### config.mk
export PLATFORM = sky130hd
export DESIGN_NAME = brc_recorder
export DESIGN_NICKNAME = d
export VERILOG_FILES = /design/src/rtl/brc_pkg.sv /design/src/rtl/brc_offset_table.sv /design/src/rtl/brc_tracker.sv /design/src/rtl/brc_decision_map.sv /design/src/rtl/brc_recorder.sv
export SDC_FILE = /design/constraint.sdc
export NUM_CORES = 2
export LEC_CHECK = 0
export ABC_AREA = 1
export BUFFER_PORTS_ARGS = -buffer_cell sky130_fd_sc_hd__buf_2
export CAP_MARGIN = 40
export CORE_ASPECT_RATIO = 0.8
export CORE_MARGIN = 8
export CORE_UTILIZATION = 50
export CTS_CLUSTER_DIAMETER = 60
export DETAILED_ROUTE_END_ITERATION = 12
export MAX_ROUTING_LAYER = met4
export PLACE_DENSITY = 0.65
export SETUP_SLACK_MARGIN = 0.5
export SLEW_MARGIN = 20
export SYNTH_ARGS = -nofsm -noshare
export SYNTH_HDL_FRONTEND = slang
export SYNTH_SLANG_ARGS = --single-unit
### constraint.sdc
create_clock -name clk -period 7.71 [get_ports clk]
set_input_delay 1.542 -clock clk [delete_from_list [all_inputs] [get_ports clk]]
set_output_delay 1.542 -clock clk [all_outputs]
set_load 0.01 [all_outputs]
### src/rtl/brc_pkg.sv
package brc_pkg;
  typedef enum logic [0:0] {
    TRK_IDLE = 1'b0,
    TRK_WAIT = 1'b1
  } trk_state_e;
endpackage

### src/rtl/brc_offset_table.sv
module brc_offset_table #(
  parameter int ADDR_W = 8,
  parameter int DISP_W = 8
) (
  input  logic              clk,
  input  logic              wr_en,
  input  logic [ADDR_W-1:0] wr_addr,
  input  logic [DISP_W-1:0] wr_data,
  input  logic              rd_en,
  input  logic [ADDR_W-1:0] rd_addr,
  output logic [DISP_W-1:0] rd_data
);
  localparam int DEPTH = 1 << ADDR_W;

  logic [DISP_W-1:0] mem [DEPTH];

  always_ff @(posedge clk) begin
    if (wr_en) mem[wr_addr] <= wr_data;
    if (rd_en) rd_data <= mem[rd_addr];
  end
endmodule

### src/rtl/brc_tracker.sv
module brc_tracker
  import brc_pkg::*;
#(
  parameter int ADDR_W   = 8,
  parameter int DISP_W   = 8,
  parameter int PREFETCH = 5
) (
  input  logic              clk,
  input  logic              rst_n,
  input  logic              abort,
  input  logic              in_vld,
  input  logic [ADDR_W-1:0] in_addr,
  input  logic [DISP_W-1:0] disp,
  output logic              set_en,
  output logic [ADDR_W:0]   set_idx
);
  localparam logic [ADDR_W-1:0] PF_OFS = ADDR_W'(PREFETCH);

  trk_state_e        st, st_nxt;
  logic              s1_vld;
  logic [ADDR_W-1:0] s1_addr;
  logic [ADDR_W-1:0] br_q, tk_q, nt_q;
  logic [ADDR_W-1:0] ext;
  logic              is_branch, in_win, hit_tk, start;

  generate
    if (ADDR_W > DISP_W) begin : g_ext
      assign ext = {{(ADDR_W-DISP_W){disp[DISP_W-1]}}, disp};
    end else begin : g_trunc
      assign ext = disp[ADDR_W-1:0];
    end
  endgenerate

  assign is_branch = (disp != '0);
  assign in_win    = (s1_addr > nt_q) && (s1_addr < tk_q);
  assign hit_tk    = (s1_addr == tk_q);
  assign start     = !abort && s1_vld && (st == TRK_IDLE) && is_branch;

  always_comb begin
    st_nxt  = st;
    set_en  = 1'b0;
    set_idx = '0;
    if (abort) begin
      st_nxt = TRK_IDLE;
    end else if (s1_vld) begin
      unique case (st)
        TRK_IDLE: if (is_branch) st_nxt = TRK_WAIT;
        TRK_WAIT: begin
          if (in_win) begin
            set_en  = 1'b1;
            set_idx = {1'b0, br_q};
            st_nxt  = TRK_IDLE;
          end else if (hit_tk) begin
            set_en  = 1'b1;
            set_idx = {1'b1, br_q};
            st_nxt  = TRK_IDLE;
          end
        end
        default: st_nxt = TRK_IDLE;
      endcase
    end
  end

  always_ff @(posedge clk) begin
    if (!rst_n) begin
      st      <= TRK_IDLE;
      s1_vld  <= 1'b0;
      s1_addr <= '0;
      br_q    <= '0;
      tk_q    <= '0;
      nt_q    <= '0;
    end else begin
      st      <= st_nxt;
      s1_vld  <= in_vld;
      s1_addr <= in_addr;
      if (start) begin
        br_q <= s1_addr;
        tk_q <= s1_addr + ext;
        nt_q <= s1_addr + PF_OFS;
      end
    end
  end
endmodule

### src/rtl/brc_decision_map.sv
module brc_decision_map #(
  parameter int IDX_W = 9
) (
  input  logic             clk,
  input  logic             rst_n,
  input  logic             clr_start,
  output logic             busy,
  input  logic             set_en,
  input  logic [IDX_W-1:0] set_idx,
  input  logic             rd_en,
  input  logic [IDX_W-1:0] rd_idx,
  output logic             rd_vld,
  output logic             rd_bit
);
  localparam int               BITS = 1 << IDX_W;
  localparam logic [IDX_W-1:0] LAST = IDX_W'(BITS - 1);

  logic             mem [BITS];
  logic [IDX_W-1:0] cnt;
  logic             we, wbit;
  logic [IDX_W-1:0] widx;

  assign we   = busy || set_en;
  assign widx = busy ? cnt : set_idx;
  assign wbit = !busy;

  always_ff @(posedge clk) begin
    if (we) mem[widx] <= wbit;
    if (rd_en) rd_bit <= mem[rd_idx];
  end

  always_ff @(posedge clk) begin
    if (!rst_n) begin
      busy   <= 1'b0;
      cnt    <= '0;
      rd_vld <= 1'b0;
    end else begin
      rd_vld <= rd_en;
      if (busy) begin
        if (cnt == LAST) busy <= 1'b0;
        cnt <= cnt + 1'b1;
      end else if (clr_start) begin
        busy <= 1'b1;
        cnt  <= '0;
      end
    end
  end
endmodule

### src/rtl/brc_recorder.sv
module brc_recorder #(
  parameter int ADDR_W   = 8,
  parameter int DISP_W   = 8,
  parameter int PREFETCH = 5
) (
  input  logic              clk,
  input  logic              rst_n,
  input  logic              tbl_wr_en,
  input  logic [ADDR_W-1:0] tbl_wr_addr,
  input  logic [DISP_W-1:0] tbl_wr_data,
  input  logic              smp_valid,
  output logic              smp_ready,
  input  logic [ADDR_W-1:0] smp_addr,
  input  logic              clr_req,
  output logic              busy,
  input  logic              rd_req,
  input  logic [ADDR_W:0]   rd_idx,
  output logic              rd_valid,
  output logic              rd_bit
);
  localparam int IDX_W = ADDR_W + 1;

  logic              accept, abort, clr_start;
  logic [DISP_W-1:0] disp;
  logic              set_en;
  logic [IDX_W-1:0]  set_idx;

  assign smp_ready = !busy;
  assign accept    = smp_valid && smp_ready;
  assign abort     = clr_req || busy;
  assign clr_start = clr_req && !busy;

  brc_offset_table #(.ADDR_W(ADDR_W), .DISP_W(DISP_W)) u_tbl (
    .clk     (clk),
    .wr_en   (tbl_wr_en),
    .wr_addr (tbl_wr_addr),
    .wr_data (tbl_wr_data),
    .rd_en   (accept),
    .rd_addr (smp_addr),
    .rd_data (disp)
  );

  brc_tracker #(.ADDR_W(ADDR_W), .DISP_W(DISP_W), .PREFETCH(PREFETCH)) u_trk (
    .clk     (clk),
    .rst_n   (rst_n),
    .abort   (abort),
    .in_vld  (accept),
    .in_addr (smp_addr),
    .disp    (disp),
    .set_en  (set_en),
    .set_idx (set_idx)
  );

  brc_decision_map #(.IDX_W(IDX_W)) u_map (
    .clk       (clk),
    .rst_n     (rst_n),
    .clr_start (clr_start),
    .busy      (busy),
    .set_en    (set_en),
    .set_idx   (set_idx),
    .rd_en     (rd_req),
    .rd_idx    (rd_idx),
    .rd_vld    (rd_valid),
    .rd_bit    (rd_bit)
  );
endmodule

# Word-level counts from Yosys, hierarchy flattened
# Memory sizes are Yosys's and may differ from the RTL's. A register that Yosys moved wholly into a read port is not among the register bits.
# Cells that the tools add are included.
[op_classes] addsub=3 magnitude_cmp=2 eq_ne=2 mux=24 bitwise_logic=2 reduce_logical=13
[op_table] op="two-way mux 9 bit" n=8
[op_table] op="two-way mux 1 bit" n=15
[op_table] op="adder 9 x 1 -> 9 bit, second input constant" n=1
[op_table] op="equality test 9 bit, second input constant" n=1
[op_table] op="adder 8 x 3 -> 8 bit, second input constant" n=1
[op_table] op="adder 8 bit" n=1
[op_table] op="equality test 8 bit" n=1
[op_table] op="> comparator 8 bit" n=1
[op_table] op="less-than comparator 8 bit" n=1
[op_table] op="nonzero test 8 bit" n=1
[op_table] op="logical AND 1 bit" n=6
[op_table] op="logical NOT 1 bit" n=2
[op_table] op="logical OR 1 bit" n=2
[op_table] op="NOT 1 bit" n=2
[op_table] op="case mux 1 bit (2 select lines)" n=1
[op_table] op="nonzero test 2 bit" n=1
[op_table] op="OR reduction 2 bit" n=1
[totals] register_bits=45 ram_bits=2560 inputBits=39 output_inout_bits=4 word_cells=57 memories=2
[memory_table] name="u_tbl.mem" depth=256 word_bits=8 read_ports=1 rd_clocked_by_memory_dff=1 wr=1 line_no="brc_offset_table.sv:15" text="logic [DISP_W-1:0] mem [DEPTH];"
[memory_table] name="u_map.mem" depth=512 word_bits=1 read_ports=1 rd_clocked_by_memory_dff=1 wr=1 line_no="brc_decision_map.sv:18" text="logic mem [BITS];"

# Longest topological paths before layout
[logic_depth] ltp_word=9 ltp_mapped=16 ltp_nobuf=15

# Hierarchy
# From an unflattened synthesis, not the netlist that was laid out.
[hier_totals] hier_cells=9711 area_unflattened_um2=109252.3
[by_module_without_submodules] module="brc_offset_table" instances=1 cells_per_inst=7003 area_per_inst_um2=83476.3 seq_area_each_um2=61739.2
[by_module_without_submodules] module="brc_decision_map" instances=1 cells_per_inst=2421 area_per_inst_um2=23670.2 seq_area_each_um2=15625.0
[by_module_without_submodules] module="brc_tracker" instances=1 cells_per_inst=281 area_per_inst_um2=2080.7 seq_area_each_um2=680.7
[by_module_without_submodules] module="brc_recorder" instances=1 cells_per_inst=6 area_per_inst_um2=25.0 seq_area_each_um2=0.0

# Worst setup path before layout
# OpenSTA, ideal clock, no wires.
[synth_path] path_kind="flip-flop to flip-flop" from="reg u_map.busy" to="mem u_map.mem[112] (enable)" setup_ns=0.300 arrival_ns=5.330 required_time_ns=7.410 setup_slack_ns=2.081 stages_incl_launch_ff=9 synth_period_minus_slack_ns=5.629 cell_sequence="dfxtp_1 -> buf_4 -> inv_2 -> buf_2 -> nand2_1 -> o21ai_1 -> nand3_1 -> clkbuf_1 -> nor2_1"
[synth_via] elab_chain_len=5 word_cells_on_any_way=7 cone_classes="5 x mux; 2 x reduce/logical"
[synth_rtl] element="from (decl)" line_no="brc_decision_map.sv:7" text="output logic busy,"
[synth_rtl] element="from (signal assigned)" line_no="brc_decision_map.sv:34" text="busy <= 1'b0;"
[synth_rtl] element="from (signal assigned)" line_no="brc_decision_map.sv:40" text="if (cnt == LAST) busy <= 1'b0;"
[synth_rtl] element="from (signal assigned)" line_no="brc_decision_map.sv:43" text="busy <= 1'b1;"
[synth_rtl] element="logical OR 1 bit" line_no="brc_recorder.sv:30" text="assign abort = clr_req || busy;"
[synth_rtl] element="two-way mux 1 bit" line_no="brc_tracker.sv:43" text="if (abort) begin"
[synth_rtl] element="logical OR 1 bit" line_no="brc_decision_map.sv:23" text="assign we = busy || set_en;"
[synth_rtl] element="two-way mux 1 bit" line_no="brc_decision_map.sv:28" text="if (we) mem[widx] <= wbit;"
[synth_rtl] element="two-way mux 1 bit (implied by the code)" line_no="brc_decision_map.sv:28"
[synth_rtl] element="to (decl)" line_no="brc_decision_map.sv:18"
# Parallel ways exist; a longest one is shown, timed or not.

==> results.md <==
- Initial antenna violation count: 8
- Dominant synthesized flop cell: edfxtp_1
- Status: finished clean
- Clk_skew: 0.0697 ns
- Cell Chain, Critical Path: buf_8 -> buf_4 -> buf_12 -> buf_12 -> o21ai_0 -> o22ai_1 -> nand2_1 -> nand3_1 -> nand3_1 -> nand3_1 -> nand3_1 -> nand2_1 -> nand2_1 -> nand2_1
- Crit path arrival time: 5.25 ns
- WL final: 300000 µm
- Drt pass-1 iters: 6
- Postcts setup bufs: 0
- Core area: 0.215 mm²
- Mux contribution to synthesized area: 0%
- GR Overflow Total: 0
- Hold Vio Cnt, Final: 0
- Setup CP Type: in -> reg
- Die X-Extent: 535 µm
- Unique masters post-synth: 45
- FILL cells: 17.5k
- Synth Area in Simple Gates: 16.1%
- Leakage: 0.0395 µW
- Routed vias: 74.0k
- Reg clk slew, reported paths: 0.06 ns
- Initial drt markers: 9988
- CTS buffer count: 277
- Post-synthesis xor/xnor area fraction: 0.0812%
- Slew margin rel.: 23.9%
- CTS tree: built
- Syn. warnings: 0
- First-pass GRT wire length: 444000 µm
- Share of cells above drive strength 1: 7.95%
- PortBufs: 42
- Power Dens Cells: 250 mW/mm²
- Tmin final: 4.46 ns
- Crit start category: input pin
- Total nets after synthesis: 9281
- Post-CTS Resized: 0
- Cell Area, Synth: 0.108 mm²
- Fmax: 224 MHz
- Final Cycle Share: 57.9%
- EDFF count, synth: 2569
- Post-synthesis async set-or-reset flop share: 0%
- Yosys reg bits: 2614
- Slowest cell delay on critical path: 0.51 ns
- Routed length per placed instance: 24.7 µm
- Reg-to-Reg End: u_map.mem[149]
- Root Buffer: clkbuf_16
- Commonest non-fill, non-tap cell in the layout: edfxtp_1
- Largest family of logic cells by synthesized area: simple AND/OR/NAND/NOR gates
- Largest net degree at the start of global routing: 217
- Maxcap violations: 0
- CTS max path bufs: 4
- Hpwl dp: 159000 µm
- Initial core utilization: 50.3%
- Compound-cell area share of the yosys netlist: 7.92%
- CTS hold repair buffers: 0
- Vias in the first global route: 68.5k
- Final nets: 9180
- Hold Path Depth: 2
- Post-Syn Instances: 9215
- Std cell rows: 152
- Worst-case reg-to-reg path depth: 13
- Vias/cell: 6.09
- RSZ-0062 raised after global routing: false
- Final setup vio count: 0
- Worst R2R Setup Slack: 4.40 ns
- Worst min-delay path category: reg -> reg
- Worst Path Required: 8.50 ns
- Synth Area in Adders: 0.320%
- Routability cong.: 0.847
- GRT Overall Usage: 25.8%
- FF+latch area: 0.0780 mm²
- H-tree Lvls: 5
- Area grow syn2layout: 11.1%
- DRC viols: 0
- Worst-path fanout max: 146
- Multi-input logic area: 0.0264 mm²
- CP endpoint kind: flip-flop
- Clock Latency Late Sink: 0.92 ns
- Peak supply drop: 0.296 mV
- Die height: 432 µm
- Critical hold path startpoint: u_trk.br_q[7]
- Setup crit start: smp_addr[0]
- DRT antenna net count: 0
- Seq/Total Area, Yosys: 72.3%
- Setup TNS: 0 ns
- Top-level I/O count: 43
- Most frequent cells in the layout: 2569 x edfxtp_1, 1764 x nor2_1, 1223 x nand2_1
- Worst-Margin Slew: 1.14 ns
- Syn Area/Cell: 11.7 µm²
- Clk sinks: 2614
- Slowest-stage cell, CP: buf_4
- Slew Viols, Final: 0
- Die area: 0.231 mm²
- Power, Total: 29900 µW
- RR Startpoint: u_trk.s1_addr[1]
- Worst Hold End: u_trk.br_q[7]
[report_power, final]
group          internal [µW]  switching [µW]  total [µW]
clock                   7120            5310       12400
sequential             15700            24.9       15700
combinational            449            1360        1810
total                  23200            6700       29900
[cell families after synthesis]
| kind of cell | count (synthesis) |
|---|---|
| simple gates | 4151 |
| flops | 2614 |
| compound gates | 1579 |
| buf+inv | 834 |
| fa+ha+maj | 27 |
| xor+xnor | 10 |
[stage by stage]
stage | utilization [%] | worst slack, ns | cell area [µm²] | hold slack (ns) | cells
detailed placement | 51.6 | 2.38 | 111000 | 0.451 | 11600
global placement | 51.2 | 2.35 | 110000 | 0.448 | 11500
CTS | 55.4 | 3.33 | 119000 | 0.461 | 12100
global route | 55.9 | 3.15 | 120000 | 0.494 | 12200
finish | 55.9 | 3.25 | 120000 | 0.466 | 12200
floorplan | - | 2.08 | 108000 | 0.430 | 9215
[synth_stat cells, types with 16 or more instances]
master / n / area (µm²)
o21ai_0: 803 / 4020
dfxtp_1: 45 / 901
buf_2: 162 / 811
nand2_1: 1242 / 4660
clkbuf_1: 382 / 1430
edfxtp_1: 2569 / 77100
o22ai_1: 473 / 2960
ha_1: 26 / 325
buf_6: 23 / 259
o21ai_1: 213 / 1070
nand3_1: 1072 / 5370
buf_4: 16 / 120
buf_1: 96 / 360
inv_1: 141 / 529
nor2_1: 1766 / 6630
nand2_4: 22 / 248
a21oi_1: 78 / 390
[state kept, by name, indices dropped and copies added, names as in the netlist, 8 cells and up]
name / cells
u_tbl.mem: 2048
u_map.mem: 512
u_map.cnt: 9
u_tbl.rd_data: 8
u_trk.br_q: 8
u_trk.nt_q: 8
u_trk.s1_addr: 8
u_trk.tk_q: 8
[how the worst max path moves through the flow]
| stage | endpoint | cells past startpoint | slack [ns] |
|---|---|---|---|
| after floorplan | u_map.mem[112] | 8 | 2.08 |
| after global routing | u_tbl.rd_data[1] | 14 | 3.15 |
| after CTS | u_tbl.rd_data[0] | 13 | 3.33 |
| after global placement | u_tbl.rd_data[4] | 13 | 2.35 |
| after detailed placement | u_tbl.rd_data[0] | 13 | 2.38 |
| final | u_tbl.rd_data[1] | 14 | 3.25 |
[routing by layer]
layer | wire (µm) | GRT usage (%) | share of wire (%) | up-vias
met4 | 9190 | 8.02 | 3.1 | 0
met2 | 131000 | 36.7 | 44 | 4133
met5 | 0 | - | 0 | -
li1 | - | - | - | 32800
met1 | 125000 | 37.4 | 42 | 36400
met3 | 35000 | 5.52 | 12 | 641
[critical path: cells and delay by family]
family,cells,cell delay [ns]
buf+inv,4,1.77
simple gates,8,1.27
compound gates,2,0.43
[final cells by class]
cell class              instances  share of cell area, %
clock inverters               117                  0.756
flip-flops and latches       2614                   65.1
diodes                          9                 0.0188
multi-input cells            5767                   22.0
clock buffers                 347                   6.10
repair buffers                301                   2.54
inverters                     153                  0.522
well taps                    2849                   2.97
Note: power is estimated with default switching activity, not from simulation.
